## src/rtl/ddr_mode_pkg.sv

```systemverilog
package ddr_mode_pkg;

  typedef enum logic [2:0] {
    ST_IDLE,
    ST_CHECK,
    ST_EMRS,
    ST_WAIT_E,
    ST_MRS,
    ST_WAIT_M,
    ST_DONE
  } state_e;

  typedef struct packed {
    logic [2:0] bl;
    logic       bt;
    logic [2:0] cl;
    logic       dll;
  } mode_cfg_t;

  localparam logic [2:0] BL_2   = 3'b001;
  localparam logic [2:0] BL_4   = 3'b010;
  localparam logic [2:0] BL_8   = 3'b011;
  localparam logic [2:0] CL_2   = 3'b010;
  localparam logic [2:0] CL_3   = 3'b011;
  localparam logic [2:0] CL_2P5 = 3'b110;

  function automatic logic bl_legal(input logic [2:0] code);
    return (code == BL_2) || (code == BL_4) || (code == BL_8);
  endfunction

  function automatic logic cl_legal(input logic [2:0] code);
    return (code == CL_2) || (code == CL_3) || (code == CL_2P5);
  endfunction

endpackage

```

## src/rtl/ddr_mode_cfg_chk.sv

```systemverilog
module ddr_mode_cfg_chk
  import ddr_mode_pkg::*;
(
  input  mode_cfg_t cfg_i,
  output logic      bl_ok_o,
  output logic      cl_ok_o,
  output logic      ok_o
);
  assign bl_ok_o = bl_legal(cfg_i.bl);
  assign cl_ok_o = cl_legal(cfg_i.cl);
  assign ok_o    = bl_ok_o & cl_ok_o;
endmodule

```

## src/rtl/ddr_mode_gap_cnt.sv

```systemverilog
module ddr_mode_gap_cnt #(
  parameter int unsigned GAP_CYC = 2
) (
  input  logic clk_i,
  input  logic rst_ni,
  input  logic load_i,
  input  logic en_i,
  output logic zero_o
);
  localparam int unsigned CNT_W = (GAP_CYC > 1) ? $clog2(GAP_CYC) : 1;
  localparam logic [CNT_W-1:0] LOAD_V = CNT_W'(GAP_CYC - 1);

  logic [CNT_W-1:0] cnt_q;

  always_ff @(posedge clk_i or negedge rst_ni) begin
    if (!rst_ni) begin
      cnt_q <= '0;
    end else if (load_i) begin
      cnt_q <= LOAD_V;
    end else if (en_i && cnt_q != '0) begin
      cnt_q <= cnt_q - 1'b1;
    end
  end

  assign zero_o = (cnt_q == '0);
endmodule

```

## src/rtl/ddr_mode_cmd_enc.sv

```systemverilog
module ddr_mode_cmd_enc
  import ddr_mode_pkg::*;
#(
  parameter int unsigned ADDR_W = 11,
  parameter int unsigned BA_W   = 2
) (
  input  state_e            state_i,
  input  mode_cfg_t         cfg_i,
  input  logic [ADDR_W-1:0] ext_i,
  output logic              cs_n_o,
  output logic              ras_n_o,
  output logic              cas_n_o,
  output logic              we_n_o,
  output logic [BA_W-1:0]   ba_o,
  output logic [ADDR_W-1:0] addr_o
);
  logic [ADDR_W-1:0] base_addr;
  logic              issue;

  always_comb begin
    base_addr      = '0;
    base_addr[2:0] = cfg_i.bl;
    base_addr[3]   = cfg_i.bt;
    base_addr[6:4] = cfg_i.cl;
    base_addr[7]   = 1'b0;  // test mode stays off
    base_addr[8]   = cfg_i.dll;
  end

  assign issue = (state_i == ST_EMRS) || (state_i == ST_MRS);

  always_comb begin
    cs_n_o  = ~issue;
    ras_n_o = ~issue;
    cas_n_o = ~issue;
    we_n_o  = ~issue;
    ba_o    = '0;
    addr_o  = '0;
    if (state_i == ST_EMRS) begin
      ba_o   = BA_W'(1);
      addr_o = ext_i;
    end else if (state_i == ST_MRS) begin
      addr_o = base_addr;
    end
  end
endmodule

```

## src/rtl/ddr_mode_prog.sv

```systemverilog
module ddr_mode_prog
  import ddr_mode_pkg::*;
#(
  parameter int unsigned ADDR_W  = 11,
  parameter int unsigned BA_W    = 2,
  parameter int unsigned GAP_CYC = 2
) (
  input  logic              clk_i,
  input  logic              rst_ni,
  input  logic              start_i,
  input  logic [2:0]        bl_code_i,
  input  logic              bt_i,
  input  logic [2:0]        cl_code_i,
  input  logic              dll_rst_i,
  input  logic [ADDR_W-1:0] ext_val_i,
  input  logic              banks_idle_i,
  input  logic              cke_i,
  output logic              cs_n_o,
  output logic              ras_n_o,
  output logic              cas_n_o,
  output logic              we_n_o,
  output logic [BA_W-1:0]   ba_o,
  output logic [ADDR_W-1:0] addr_o,
  output logic              busy_o,
  output logic              done_o,
  output logic              cfg_err_o
);
  state_e            state_q, state_d;
  mode_cfg_t         cfg_q;
  logic [ADDR_W-1:0] ext_q;
  logic              err_q, err_d;
  logic              cfg_ok, bl_ok, cl_ok;
  logic              mem_ready, gap_zero, gap_load, gap_en, accept;

  assign mem_ready = banks_idle_i & cke_i;
  assign accept    = (state_q == ST_IDLE) & start_i;

  ddr_mode_cfg_chk u_cfg_chk (
    .cfg_i   (cfg_q),
    .bl_ok_o (bl_ok),
    .cl_ok_o (cl_ok),
    .ok_o    (cfg_ok)
  );

  assign gap_load = (state_q == ST_EMRS) || (state_q == ST_MRS);
  assign gap_en   = (state_q == ST_WAIT_E) || (state_q == ST_WAIT_M);

  ddr_mode_gap_cnt #(.GAP_CYC(GAP_CYC)) u_gap_cnt (
    .clk_i  (clk_i),
    .rst_ni (rst_ni),
    .load_i (gap_load),
    .en_i   (gap_en),
    .zero_o (gap_zero)
  );

  always_comb begin
    state_d = state_q;
    err_d   = 1'b0;
    unique case (state_q)
      ST_IDLE:   if (start_i) state_d = ST_CHECK;
      ST_CHECK: begin
        if (!(bl_ok && cl_ok)) begin
          state_d = ST_IDLE;
          err_d   = 1'b1;
        end else if (cfg_ok && mem_ready) begin
          state_d = ST_EMRS;
        end
      end
      ST_EMRS:   state_d = ST_WAIT_E;
      ST_WAIT_E: if (gap_zero && mem_ready) state_d = ST_MRS;
      ST_MRS:    state_d = ST_WAIT_M;
      ST_WAIT_M: if (gap_zero) state_d = ST_DONE;
      ST_DONE:   state_d = ST_IDLE;
      default:   state_d = ST_IDLE;
    endcase
  end

  always_ff @(posedge clk_i or negedge rst_ni) begin
    if (!rst_ni) begin
      state_q <= ST_IDLE;
      err_q   <= 1'b0;
      cfg_q   <= '0;
      ext_q   <= '0;
    end else begin
      state_q <= state_d;
      err_q   <= err_d;
      if (accept) begin
        cfg_q <= '{bl: bl_code_i, bt: bt_i, cl: cl_code_i, dll: dll_rst_i};
        ext_q <= ext_val_i;
      end
    end
  end

  ddr_mode_cmd_enc #(.ADDR_W(ADDR_W), .BA_W(BA_W)) u_cmd_enc (
    .state_i (state_q),
    .cfg_i   (cfg_q),
    .ext_i   (ext_q),
    .cs_n_o  (cs_n_o),
    .ras_n_o (ras_n_o),
    .cas_n_o (cas_n_o),
    .we_n_o  (we_n_o),
    .ba_o    (ba_o),
    .addr_o  (addr_o)
  );

  assign busy_o    = (state_q != ST_IDLE);
  assign done_o    = (state_q == ST_DONE);
  assign cfg_err_o = err_q;
endmodule

```

## config.mk

```make
export PLATFORM = sky130hd
export DESIGN_NAME = ddr_mode_prog
export DESIGN_NICKNAME = d
export VERILOG_FILES = /design/src/rtl/ddr_mode_pkg.sv /design/src/rtl/ddr_mode_cfg_chk.sv /design/src/rtl/ddr_mode_gap_cnt.sv /design/src/rtl/ddr_mode_cmd_enc.sv /design/src/rtl/ddr_mode_prog.sv
export SDC_FILE = /design/constraint.sdc
export NUM_CORES = 1
export LEC_CHECK = 0
export BUFFER_PORTS_ARGS = -buffer_cell sky130_fd_sc_hd__buf_2
export CORE_ASPECT_RATIO = 0.8
export CORE_MARGIN = 1.5
export CORE_UTILIZATION = 52
export DETAILED_ROUTE_END_ITERATION = 16
export PLACE_DENSITY = 0.89
export RECOVER_POWER = 50
export SLEW_MARGIN = 20
export SYNTH_ARGS = -nofsm -noshare
export SYNTH_HDL_FRONTEND = slang
export SYNTH_SLANG_ARGS = --single-unit
```

## constraint.sdc

```tcl
create_clock -name clk_i -period 4.3 [get_ports clk_i]
set_input_delay 1.29 -clock clk_i [delete_from_list [all_inputs] [get_ports clk_i]]
set_output_delay 1.29 -clock clk_i [all_outputs]
set_load 0.01 [all_outputs]
```

# After elaboration in Yosys (flattened, before gate mapping)
# Index checks and enable logic that the tools add are counted.
dict set report word_totals {
  register_bits 24
  latch_bits 0
  ramBits 0
  romBits 0
  in_bits 24
  memories 0
}
dict set report classes {
  addsub 1
  multipliers 0
  div_mod_pow 0
  magnitude_cmp 0
  n_eq_ne 16
  shift 0
  n_mux 13
  bitwise_logic 5
  n_reduce_logical 14
}
# operator count
set ops {}
lappend ops {{$eq A3 B2 Y1 const B} 6}
lappend ops {{$pmux W3 S6} 1}
lappend ops {{$mux W3} 5}
lappend ops {{$eq A3 B3 Y1 const B} 4}
lappend ops {{$mux W11} 1}
lappend ops {{$mux W9} 1}
lappend ops {{$eq A3 B1 Y1 const B} 2}
lappend ops {{$logic_or A1 B1 Y1} 6}
lappend ops {{$mux W1} 5}
lappend ops {{$logic_and A1 B1 Y1} 4}
lappend ops {{$ne A2 B2 Y1 const B} 2}
lappend ops {{$reduce_and A4 Y1} 1}
lappend ops {{$and A1 B1 Y1} 3}
lappend ops {{$logic_not A3 Y1} 1}
lappend ops {{$ne A3 B3 Y1 const B} 1}
lappend ops {{$reduce_bool A3 Y1} 1}
lappend ops {{$ne A2 B1 Y1 const B} 1}
lappend ops {{$not A1 Y1} 2}
lappend ops {{$reduce_bool A2 Y1} 1}
lappend ops {{$sub A1 B1 Y1 const B} 1}

# Depth between registers and ports, before layout
# Gate-level depths: netlist (run 1).
dict set report logic_depth {
  depth_word 8
  mapped_depth 6
  mapped_depth_nobuf 3
}

# Cells and area by module
# Synthesis (run 1) repeated with hierarchy kept, for this count alone.
dict set report unflattened {
  hier_cells 119
  hier_area_um2 1440.1
}
# mod instances cells_each area_each_um2 seq_area_each_um2
set modules_own_cells {}
lappend modules_own_cells {ddr_mode_prog 1 72 1026.0 575.6}
lappend modules_own_cells {ddr_mode_cmd_enc 1 40 342.8 0.0}
lappend modules_own_cells {ddr_mode_gap_cnt 1 3 40.0 25.0}
lappend modules_own_cells {ddr_mode_cfg_chk 1 4 31.3 0.0}

# Least setup slack after synthesis (run 1)
# No wires, ideal clock.
dict set report synth_timing {
  path_kind {register to output}
  from {reg state_q[2]}
  to {out cs_n_o}
  arrival_ps 1363
  t_required_ps 3010
  path_slack_ps 1647
  path_stages_with_launch 4
  path_cell_list {dfrtp_1 and2b_1 o21ai_0 buf_4}
}
dict set report synth_via {
  elab_chain_len 3
  elab_cells_between_ends 4
  cone_classes {eq/ne: 2; bitwise: 1; reduce/logical: 1}
}
# element line_no
set synth_lines {}
lappend synth_lines {{from (decl)} ddr_mode_prog.sv:28} ;# state_e state_q, state_d;
lappend synth_lines {{from (signal assigned)} ddr_mode_prog.sv:85} ;# state_q <= state_d;
lappend synth_lines {{$eq A3 B2 Y1 or $eq A3 B3 Y1 (tied branches)} ddr_mode_cmd_enc.sv:29} ;# assign issue = (state_i == ST_EMRS) || (state_i == ST_MRS);
lappend synth_lines {{$logic_or A1 B1 Y1 *} ddr_mode_cmd_enc.sv:29}
lappend synth_lines {{$not A1 Y1 *} -}
lappend synth_lines {{to (decl)} ddr_mode_prog.sv:18} ;# output logic cs_n_o,
# Every way passes the cells marked *; elsewhere a longest branch is shown, timed or not.

# Worst setup path after layout (run 1)
dict set report layout_timing {
  from {reg state_q[2]}
  to {out cas_n_o}
}
dict set report layout_via {
  elab_chain_len 3
  elab_cells_between_ends 4
  cone_classes {eq/ne: 2; bitwise: 1; reduce/logical: 1}
}
# element line_no
set layout_lines {}
lappend layout_lines {{$eq A3 B2 Y1 or $eq A3 B3 Y1 (tied branches)} ddr_mode_cmd_enc.sv:29}
lappend layout_lines {{$logic_or A1 B1 Y1 *} ddr_mode_cmd_enc.sv:29}
lappend layout_lines {{$not A1 Y1 *} ddr_mode_cmd_enc.sv:34} ;# cas_n_o = ~issue;
lappend layout_lines {{to (decl)} ddr_mode_prog.sv:20} ;# output logic cas_n_o,
# Marks and branches as above.

==> flow_metrics.env, run 1 <==
export IMPL_outcome="completed"
export IMPL_finalHoldViolations=0
export IMPL_cts_repair_timing_setup_buffer_count=0
export IMPL_hold_path_end="ext_q[9]$_DFFE_PN0P_"
export IMPL_crit_reg2reg_capture="ext_q[8]$_DFFE_PN0P_"
export IMPL_worst_slew_margin_rel_pct=16.0
export IMPL_finalCriticalPeriod_ns=3.06
export IMPL_worstRegToRegCells=3
export IMPL_fmax_ghz=0.327
export IMPL_htreeDepth=1
export IMPL_cts_sinks=24
export IMPL_drt_first_iter_violations=26
export IMPL_synth_register_bits=24
export IMPL_clockRootBuffer="clkbuf_4"
export IMPL_post_synth_instance_area_mm2=0.00122
export IMPL_grt_usage_pct=20.7
export IMPL_area_growth_synth_to_final_pct=13.6
export IMPL_worst_hold_path_type="reg2reg"
export IMPL_synth_avg_cell_area_um2=12.0
export IMPL_final_layout_size_suffix_gt1_share_pct=43.8
export IMPL_fp_dieW_um=57.2
export IMPL_cts_repair_resize_count=0
export IMPL_grt_max_degree=25
export IMPL_floorplan_io_pins=44
export IMPL_vias_in_the_first_global_route=883
export IMPL_routabilityCongestion=0.788
export IMPL_antenna_diode_count=0
export IMPL_total_of_warnings_raised_by_yosys=0
export IMPL_final_min_period_over_clock_period_pct=71.1
export IMPL_clock_tree_buffer_depth=2
export IMPL_syn_instance_count=102
export IMPL_port_buffers=42
export IMPL_yosysUniqueCellTypes=31
export IMPL_peakVddDrop_mv=0.477
export IMPL_wl_um=2570
export IMPL_core_area_mm2=0.00220
export IMPL_initial_core_util_pct=55.6
export IMPL_end_of_flow_core_utilization_pct=63.2
export IMPL_setup_violations=0
export IMPL_die_height_um=46.3
export IMPL_rrSetupSlack_ns=2.07
export IMPL_tritoncts_num_buffers=3
export IMPL_synth_top_flop_cell="dfrtp_1"
export IMPL_routed_via_density=5.60
export IMPL_critPathArrivalTime_ns=1.77
export IMPL_rsz0062_at_grt="no"
export IMPL_num_nets_final=163
export IMPL_p_leak_nw=0.691
export IMPL_syn_num_nets=126
export IMPL_grt_overflow_total=0
export IMPL_route_detailed_wl_per_inst_um=15.9
export IMPL_timing_worst_slew_pin_value_ns=1.26
export IMPL_hold_path_depth=1
export IMPL_synthArstFlopShare_pct=100
export IMPL_clkTransAtPathRegs_ns=0.13
export IMPL_stdcell_count=162
export IMPL_critical_path_peak_fanout=14
export IMPL_dieArea_mm2=0.00265
export IMPL_worst_skew_pair_late_latency_ns=0.32
export IMPL_timing_critical_path_from_type="flop"
export IMPL_place_inst=159
export IMPL_worst_setup_path_end_kind="primary output"
export IMPL_final_antenna_net_count=0
export IMPL_critical_path_required_ns=3.01
export IMPL_min_from="ext_q[9]$_DFFE_PN0P_"
export IMPL_synth_yosys_seq_area_share_pct=49.2
export IMPL_number_of_detailed_route_iterations_in_the_first_pass=4
export IMPL_post_route_drc_count=0
export IMPL_max_cap_viols=0
export IMPL_antenna_found_initial=0
export IMPL_final_setup_skew_ns=0.0174
export IMPL_synth_edff_count=0
export IMPL_maxSlewViolCount=0
export IMPL_holdBufCountCts=0
export IMPL_finalSetupTns_ns=0
export IMPL_placement_rows=15
export IMPL_cellPowerDensity_mw_per_mm2=755
export IMPL_tritoncts="built"
export IMPL_vias=908
export IMPL_hpwl_um=1900
export IMPL_worst_setup_path_type="reg2out"
export IMPL_first_pass_grt_wire_length_um=4080
export IMPL_reg2reg_from="state_q[0]$_DFFE_PN0P_"
sequential cells by signal, indices dropped and copies added (netlist names):
signal,count
state_q,3
u_gap_cnt.cnt_q,1
cfg_err_o,1
ext_q,11
cfg_q,8
kinds of logic (layout without fill, tap and decap cells):
logic type | after synthesis | count (layout) | share of synthesized area, %
AOI/OAI and AO/OA | 19 | 19 | 11.2
buffers and inverters | 12 | 47 | 7.07
DFF | 24 | 24 | 49.2
muxes | 19 | 19 | 20.6
other | 1 | 1 | 0.307
and+or+nand+nor | 27 | 27 | 11.7
layer usage:
metal / share of wire [%] / wire (um) / vias to the layer above / track usage, %
li1: - / - / 430 / -
met1: 42 / 1090 / 429 / 24.6
met2: 49 / 1260 / 44 / 35.2
met3: 7.3 / 188 / 5 / 7.87
met4: 1.3 / 34 / 0 / 6.98
met5: 0 / 0 / - / 0
synth_stat cells (2+ instances only):
| master | number | area share [%] |
|---|---|---|
| dfrtp_1 | 24 | 49 |
| mux2_4 | 10 | 12 |
| nor2_1 | 10 | 3.1 |
| mux2_2 | 9 | 8.3 |
| a22oi_1 | 8 | 4.9 |
| and3_1 | 4 | 2.0 |
| buf_4 | 4 | 2.5 |
| nand2_1 | 4 | 1.2 |
| o21ai_0 | 3 | 1.2 |
| and2b_1 | 2 | 1.2 |
| buf_2 | 2 | 0.82 |
| clkbuf_1 | 2 | 0.61 |
| inv_1 | 2 | 0.61 |
layout by cell type, fill, tap and decap left out, drive strengths merged, types with 2 or more instances in the layout:
master and count:
buf 40, dfrtp 24, mux2 19, nor2 11
a22oi 8, and3 5, clkbuf 5, nand2 4
o21ai 3, inv 2, and2b 2
per-stage QoR:
step	cell area [um2]	power, mW	hold WS, ns	worst slack (ns)
after floorplan	1220	0.868	0.473	1.65
after global placement	1380	0.946	0.488	1.69
after detailed placement	1380	0.979	0.494	1.58
after CTS	1410	1.08	0.521	1.23
after global routing	1390	1.13	0.535	1.06
final	1390	1.05	0.512	1.24
worst max-delay path by stage:
stage,from,end,slack [ns],depth (start not counted)
2_1_floorplan,state_q[2]$_DFFE_PN0P_,cs_n_o,1.65,3
3_3_place_gp,state_q[2]$_DFFE_PN0P_,cs_n_o,1.69,3
3_5_place_dp,state_q[2]$_DFFE_PN0P_,cas_n_o,1.58,3
4_1_cts,state_q[2]$_DFFE_PN0P_,cas_n_o,1.23,3
5_1_grt,state_q[2]$_DFFE_PN0P_,ras_n_o,1.06,3
6_report,state_q[2]$_DFFE_PN0P_,cas_n_o,1.24,3
layout make-up:
class,count,area [um2]
repair buffers,42,208
inverters,2,7.51
clock buffers,3,22.5
multi-input cells,66,518
fillers,198,808
flip-flops and latches,24,601
well taps,25,31.3
critical path, cell delays in order (launching register included):
cell and delay, ns:
dfrtp_1 0.46, and2b_1 0.36, o21ai_0 0.41, buf_2 0.21
power by group:
group / leakage (nW) / switching [mW] / internal, mW
Combinational: 0.391 / 0.241 / 0.259
Clock: 0.0138 / 0.0645 / 0.0329
Sequential: 0.286 / 0.108 / 0.342
Total: 0.691 / 0.414 / 0.634
Power figures use the tool's default switching activity.
==> inputs of run 2 (changes only) <==
CORE_UTILIZATION = 44   (was 52)
PLACE_DENSITY = 0.81   (was 0.89)
clock period = 2.75 ns   (was 4.3 ns; I/O delays follow)
==> run 2 against run 1 <==
Compared with the run above: wire length is 7.0% lower; via count down 1.9%; clock power grew 49%; combinational power up 57%; sequential power rose by 54%; power rose by 55%; largest power group unchanged; register-to-register slack got worse by 1.5 ns.
==> flow_metrics.env, run 2 (synthesized netlist as in run 1, its figures left out) <==
export IMPL_largestRegisters="ext_q (11), cfg_q (8), state_q (3)"
export IMPL_crit_reg2reg_capture="ext_q[2]$_DFFE_PN0P_"
export IMPL_final_antenna_net_count=0
export IMPL_maxSlewViolCount=0
export IMPL_worst_skew_pair_late_latency_ns=0.31
export IMPL_post_route_drc_count=0
export IMPL_floorplan_io_pins=44
export IMPL_grt_overflow_total=0
export IMPL_timing_worst_slew_pin_value_ns=1.24
export IMPL_layout_setup_ws_ns=0.217
export IMPL_clkTransAtPathRegs_ns=0.11
export IMPL_wl_um=2390
export IMPL_routed_via_density=5.15
export IMPL_whs_ns=0.518
export IMPL_mostFrequentLayoutCell="buf_2"
export IMPL_critical_path_depth=4
export IMPL_grt_usage_pct=17.4
export IMPL_die_height_um=50.1
export IMPL_tritoncts_num_buffers=3
export IMPL_finalHoldViolations=0
export IMPL_power_total_mw=1.63
export IMPL_routabilityCongestion=0.831
export IMPL_port_buffers=42
export IMPL_outcome="completed"
export IMPL_fp_dieW_um=61.9
export IMPL_final_cell_mix="40 x buf_2, 24 x dfrtp_1, 10 x nor2_1"
export IMPL_worstRegToRegCells=3
export IMPL_reg2reg_from="state_q[0]$_DFFE_PN0P_"
export IMPL_antenna_found_initial=0
export IMPL_stdcell_count=173
export IMPL_final_setup_skew_ns=0.00226
export IMPL_hpwl_um=1780
export IMPL_largest_register="ext_q"
export IMPL_clock_tree_buffer_depth=2
export IMPL_finalSetupTns_ns=0
export IMPL_vias=891
export IMPL_worst_hold_path_type="reg2reg"
export IMPL_place_inst=170
export IMPL_worst_setup_path_endpoint="addr_o[6]"
export IMPL_grt_max_degree=25
export IMPL_fmax_ghz=0.395
export IMPL_pre_cts_slack_ns=0.511
export IMPL_critPathArrivalTime_ns=1.71
export IMPL_route_detailed_wl_per_inst_um=13.8
export IMPL_number_of_detailed_route_iterations_in_the_first_pass=4
export IMPL_critical_path_required_ns=1.93
export IMPL_clockRootBuffer="clkbuf_4"
export IMPL_max_cap_viols=0
export IMPL_core_area_mm2=0.00254
export IMPL_worst_setup_path_end_kind="primary output"
export IMPL_rsz0062_at_grt="no"
export IMPL_cellPowerDensity_mw_per_mm2=1160
export IMPL_cp_buffers_inverters=1
export IMPL_final_min_period_over_clock_period_pct=92.1
export IMPL_crit_family="simple AND/OR/NAND/NOR gates"
export IMPL_setup_violations=0
export IMPL_final_layout_size_suffix_gt1_share_pct=44.5
export IMPL_placement_rows=16
export IMPL_area_growth_synth_to_final_pct=15.1
export IMPL_worstPathCellList="and2b_1 -> a22oi_1 -> nor2_1 -> buf_2"
export IMPL_cts_sinks=24
export IMPL_worst_slew_margin_rel_pct=17.4
export IMPL_p_leak_nw=0.694
export IMPL_antenna_diode_count=0
export IMPL_cp_slowest_stage_delay_ns=0.52
export IMPL_largest_register_ff_count=11
export IMPL_num_nets_final=163
export IMPL_rrSetupSlack_ns=0.54
export IMPL_critical_path_peak_fanout=14
export IMPL_tritoncts="built"
export IMPL_initial_core_util_pct=48.0
export IMPL_timing_critical_path_from_type="flop"
export IMPL_worst_setup_path_type="reg2out"
export IMPL_first_pass_grt_wire_length_um=3880
export IMPL_holdBufCountCts=0
export IMPL_timing_critical_path_from="state_q[2]$_DFFE_PN0P_"
export IMPL_peakVddDrop_mv=0.422
export IMPL_cp_slowest_cell="and2b_1"
export IMPL_htreeDepth=1
export IMPL_vias_in_the_first_global_route=860
export IMPL_drt_first_iter_violations=37
export IMPL_dieArea_mm2=0.00310
export IMPL_finalCriticalPeriod_ns=2.53
export IMPL_cts_repair_timing_setup_buffer_count=0
-- run 2: cell types whose count changed in the layout (fill, tap and decap cells not counted) --
cell,change
mux2_1,-1
mux2_4,+1
o21ai_0,-1
o21ai_1,+1
-- run 2: worst min path at each step --
stage | start | endpoint | slack (ns) | cells past startpoint
floorplan | ext_q[9]$_DFFE_PN0P_ | ext_q[9]$_DFFE_PN0P_ | 0.47 | 1
global placement | ext_q[10]$_DFFE_PN0P_ | ext_q[10]$_DFFE_PN0P_ | 0.49 | 1
detailed placement | ext_q[9]$_DFFE_PN0P_ | ext_q[9]$_DFFE_PN0P_ | 0.49 | 1
CTS | rst_ni | u_gap_cnt.cnt_q$_DFFE_PN0P_ | 0.49 | 1
global route | ext_q[7]$_DFFE_PN0P_ | ext_q[7]$_DFFE_PN0P_ | 0.54 | 1
finish | ext_q[9]$_DFFE_PN0P_ | ext_q[9]$_DFFE_PN0P_ | 0.52 | 1
-- run 2: cell type report --
cell class	instances	area [um2]
clock buffers	3	22.5
multi-input cells	66	522
inverters	2	7.51
fillers	245	1140
well taps	36	45.0
flip-flops and latches	24	601
repair buffers	42	208
-- run 2: metal layers --
layer  global-route usage [%]  wire [um]  vias to the layer above
met2                     26.3       1110                       32
met5                        0          0                        -
met4                     5.32         31                        0
met1                     22.1       1070                      424
met3                     7.87        179                        5
li1                         -          -                      430
-- run 2: stage by stage --
| stage | area (um2) | utilization (%) |
|---|---|---|
| after detailed placement | 1400 | 55.0 |
| final | 1410 | 55.3 |
| after global placement | 1400 | 55.0 |
| after CTS | 1420 | 55.9 |
| after floorplan | 1220 | - |
| after global routing | 1410 | 55.3 |
-- run 2: worst reg2reg max path, stage by stage, from the launching register on --
cell	delay [ns]
dfrtp_1	0.59
inv_1	0.26
and3_1	0.85
mux2_2	0.42
-- run 2: repair_timing --
action                                  CTS  global route
gates resized for setup                   0             1
endpoints found under the setup margin    0             4
endpoints found under the hold margin     0             0
-- run 2: power breakdown --
part           internal [mW]  switching [mW]  total, mW
combinational          0.414           0.373      0.787
clock                 0.0513          0.0940      0.145
sequential             0.535           0.158      0.693
total                   1.00           0.625       1.63
==> inputs of run 3 (changes only) <==
ABC_AREA = 1   (was unset)
CORE_UTILIZATION = 45   (was 44)
==> run 3 against run 2 <==
Compared with the run above: first-iteration DRC count shrank 5.4%; synthesized area grew 7.9%; wire length grew 5.6%; non-clock buffer count is the same; critical endpoint is now addr_o[9]; highest routed layer unchanged.
==> flow_metrics.env, run 3 <==
export IMPL_timing_critical_path_mode_cell="inv_1"
export IMPL_cellPowerDensity_mw_per_mm2=1160
export IMPL_layout_setup_ws_ns=0.241
export IMPL_wl_um=2520
export IMPL_synth_top_flop_cell="dfrtp_1"
export IMPL_grt_usage_pct=17.1
export IMPL_total_of_warnings_raised_by_yosys=0
export IMPL_worst_setup_path_end_kind="primary output"
export IMPL_first_pass_grt_wire_length_um=4300
export IMPL_final_layout_size_suffix_gt1_share_pct=38.4
export IMPL_p_sw_share_pct=39.3
export IMPL_cts_repair_timing_setup_buffer_count=0
export IMPL_synth_register_bits=24
export IMPL_cellInternalPower_mw=1.08
export IMPL_power_switching_mw=0.700
export IMPL_die_height_um=51.4
export IMPL_cp_slowest_cell="dfrtp_1"
export IMPL_critical_path_required_ns=1.93
export IMPL_synth_avg_cell_area_um2=9.41
export IMPL_worst_slew_margin_rel_pct=16.7
export IMPL_routabilityCongestion=0.847
export IMPL_grt_max_degree=26
export IMPL_clockRootBuffer="clkbuf_4"
export IMPL_fp_dieW_um=63.5
export IMPL_synth_yosys_seq_area_share_pct=45.6
export IMPL_syn_num_nets=164
export IMPL_reg2reg_from="state_q[2]$_DFFE_PN0P_"
export IMPL_antenna_diode_count=0
export IMPL_clock_tree_buffer_depth=2
export IMPL_largestRegisters="ext_q (11), cfg_q (8), state_q (3)"
export IMPL_tritoncts_num_buffers=3
export IMPL_largest_register="ext_q"
export IMPL_worst_skew_pair_late_latency_ns=0.33
export IMPL_p_leak_nw=0.858
export IMPL_yosysUniqueCellTypes=21
export IMPL_cp_buffers_inverters=3
export IMPL_cp_slowest_stage_delay_ns=0.52
export IMPL_filler_cell_count=268
export IMPL_clockPowerShare_pct=14.3
export IMPL_max_cap_viols=0
export IMPL_pre_cts_slack_ns=0.612
export IMPL_drt_first_iter_violations=35
export IMPL_yosys_area_top_type_share_pct=45.6
export IMPL_synth_most_common_cell="nand2_1"
export IMPL_syn_instance_count=140
export IMPL_post_synth_instance_area_mm2=0.00132
export IMPL_peakVddDrop_mv=0.491
export IMPL_cts_sinks=24
export IMPL_logic_pwr_share_pct=48.2
export IMPL_crit_family="flip-flops"
export IMPL_timing_critical_path_from_type="flop"
export IMPL_hpwl_um=1950
export IMPL_critical_path_peak_fanout=11
export IMPL_worstPathCellList="inv_1 -> nand2_1 -> nor2_4 -> inv_1 -> nor2_1 -> buf_2"
export IMPL_sequentialPowerShare_pct=37.5
export IMPL_post_route_drc_count=0
export IMPL_rsz0062_at_grt="no"
export IMPL_maxSlewViolCount=0
export IMPL_antenna_found_initial=0
export IMPL_tritoncts="built"
export IMPL_final_setup_skew_ns=0.0184
export IMPL_worst_hold_path_type="reg2reg"
export IMPL_min_from="ext_q[7]$_DFFE_PN0P_"
export IMPL_final_min_period_over_clock_period_pct=91.2
export IMPL_finalHoldViolations=0
export IMPL_worst_setup_path_type="reg2out"
export IMPL_timing_worst_slew_pin_value_ns=1.25
export IMPL_cts_repair_resize_count=0
export IMPL_grt_overflow_total=0
export IMPL_most_used_standard_cells_in_the_synthesized_netlist="28 x nand2_1, 24 x dfrtp_1, 18 x nor2_1"
export IMPL_placement_rows=17
export IMPL_final_antenna_net_count=0
export IMPL_largest_register_ff_count=11
export IMPL_dieArea_mm2=0.00326
export IMPL_synth_top_cells_by_area="dfrtp_1 46%, mux2_4 9.1%, nand2_1 8.0%, nor2_1 5.1%, mux2_2 4.3%"
export IMPL_finalSetupTns_ns=0
export IMPL_synthArstFlopShare_pct=100
export IMPL_holdBufCountCts=0
export IMPL_htreeDepth=1
export IMPL_vias=1024
export IMPL_synth_edff_count=0
export IMPL_route_detailed_wl_per_inst_um=11.7
export IMPL_mostFrequentLayoutCell="buf_2"
export IMPL_vias_in_the_first_global_route=980
export IMPL_area_growth_synth_to_final_pct=16.5
export IMPL_routed_via_density=4.76
export IMPL_clkTransAtPathRegs_ns=0.14
export IMPL_initial_core_util_pct=47.6
export IMPL_setup_violations=0
export IMPL_outcome="completed"
export IMPL_timing_critical_path_from="state_q[0]$_DFFE_PN0P_"
export IMPL_final_cell_mix="41 x buf_2, 28 x nand2_1, 24 x dfrtp_1"
export IMPL_fmax_ghz=0.399
export IMPL_core_area_mm2=0.00277
export IMPL_num_nets_final=202
export IMPL_number_of_detailed_route_iterations_in_the_first_pass=4
export IMPL_synth_largest_area_cell="dfrtp_1"
export IMPL_critPathArrivalTime_ns=1.68
export IMPL_finalCriticalPeriod_ns=2.51
export IMPL_port_buffers=42
export IMPL_floorplan_io_pins=44
[run 3: cell types whose count changed after synthesis, sizes merged, moves of 2 or more]
cell,change
o21ai,+5
a22oi,-8
and2b,-2
nand2,+24
a21oi,+5
nand3,+7
inv,+13
and3,-5
a22o,+5
nor2,+10
mux2,-6
[run 3: per-stage QoR]
stage	util [%]	hold slack, ns	cell area, um2	total power [mW]	instances
2_1_floorplan	-	0.480	1320	1.37	140
6_report	55.5	0.529	1540	1.78	215
3_3_place_gp	54.1	0.492	1500	1.53	211
5_1_grt	55.5	0.549	1540	1.94	215
4_1_cts	56.0	0.465	1550	1.80	215
3_5_place_dp	54.1	0.497	1500	1.54	211
[run 3: power by group through the flow]
stage,Combinational [mW],Sequential (mW),Clock (mW)
after CTS,0.871,0.669,0.260
after global routing,0.970,0.698,0.276
after detailed placement,0.867,0.677,0
final,0.857,0.668,0.255
after floorplan,0.753,0.614,0
after global placement,0.856,0.670,0
[run 3: tightest hold or removal path, stage by stage, from the launching register on]
cell and delay [ns]:
dfrtp_1 0.39, inv_1 0.06, a21oi_1 0.05
[run 3: area by class of cell]
| class | instances | area, um2 | area share, % |
|---|---|---|---|
| clock buffers | 3 | 22.5 | 1.47 |
| well taps | 38 | 47.5 | 3.10 |
| repair buffers | 42 | 209 | 13.6 |
| multi-input cells | 92 | 569 | 37.1 |
| flip-flops and latches | 24 | 601 | 39.1 |
| clock inverters | 1 | 30.0 | 1.96 |
| inverters | 15 | 56.3 | 3.67 |
[run 3: cell families after synthesis]
logic type             synth area share [%]
DFF                                    45.6
and+or+nand+nor                        21.4
AOI/OAI and AO/OA                      9.12
muxes                                  13.4
other                                 0.285
buffers and inverters                  10.3
[run 3: worst paths after layout]
check | end | slack [ns] | cells past startpoint
worst max-delay path | addr_o[9] | 0.24 | 6
worst min-delay path | ext_q[7]$_DFFE_PN0P_ | 0.53 | 2
worst max register to register | cfg_q[0]$_DFFE_PN0P_ | 0.54 | 3
worst min register to register | ext_q[7]$_DFFE_PN0P_ | 0.53 | 2
max in group asynchronous | cfg_q[0]$_DFFE_PN0P_ | 1.27 | 1
min in group asynchronous | cfg_q[1]$_DFFE_PN0P_ | 0.73 | 1
[run 3: layer usage]
metal | vias up | routed length [um] | track usage (%)
li1 | 523 | - | -
met5 | - | 0 | 0
met4 | 0 | 25 | 4.71
met3 | 4 | 117 | 4.19
met2 | 31 | 1180 | 29.1
met1 | 466 | 1200 | 21.8
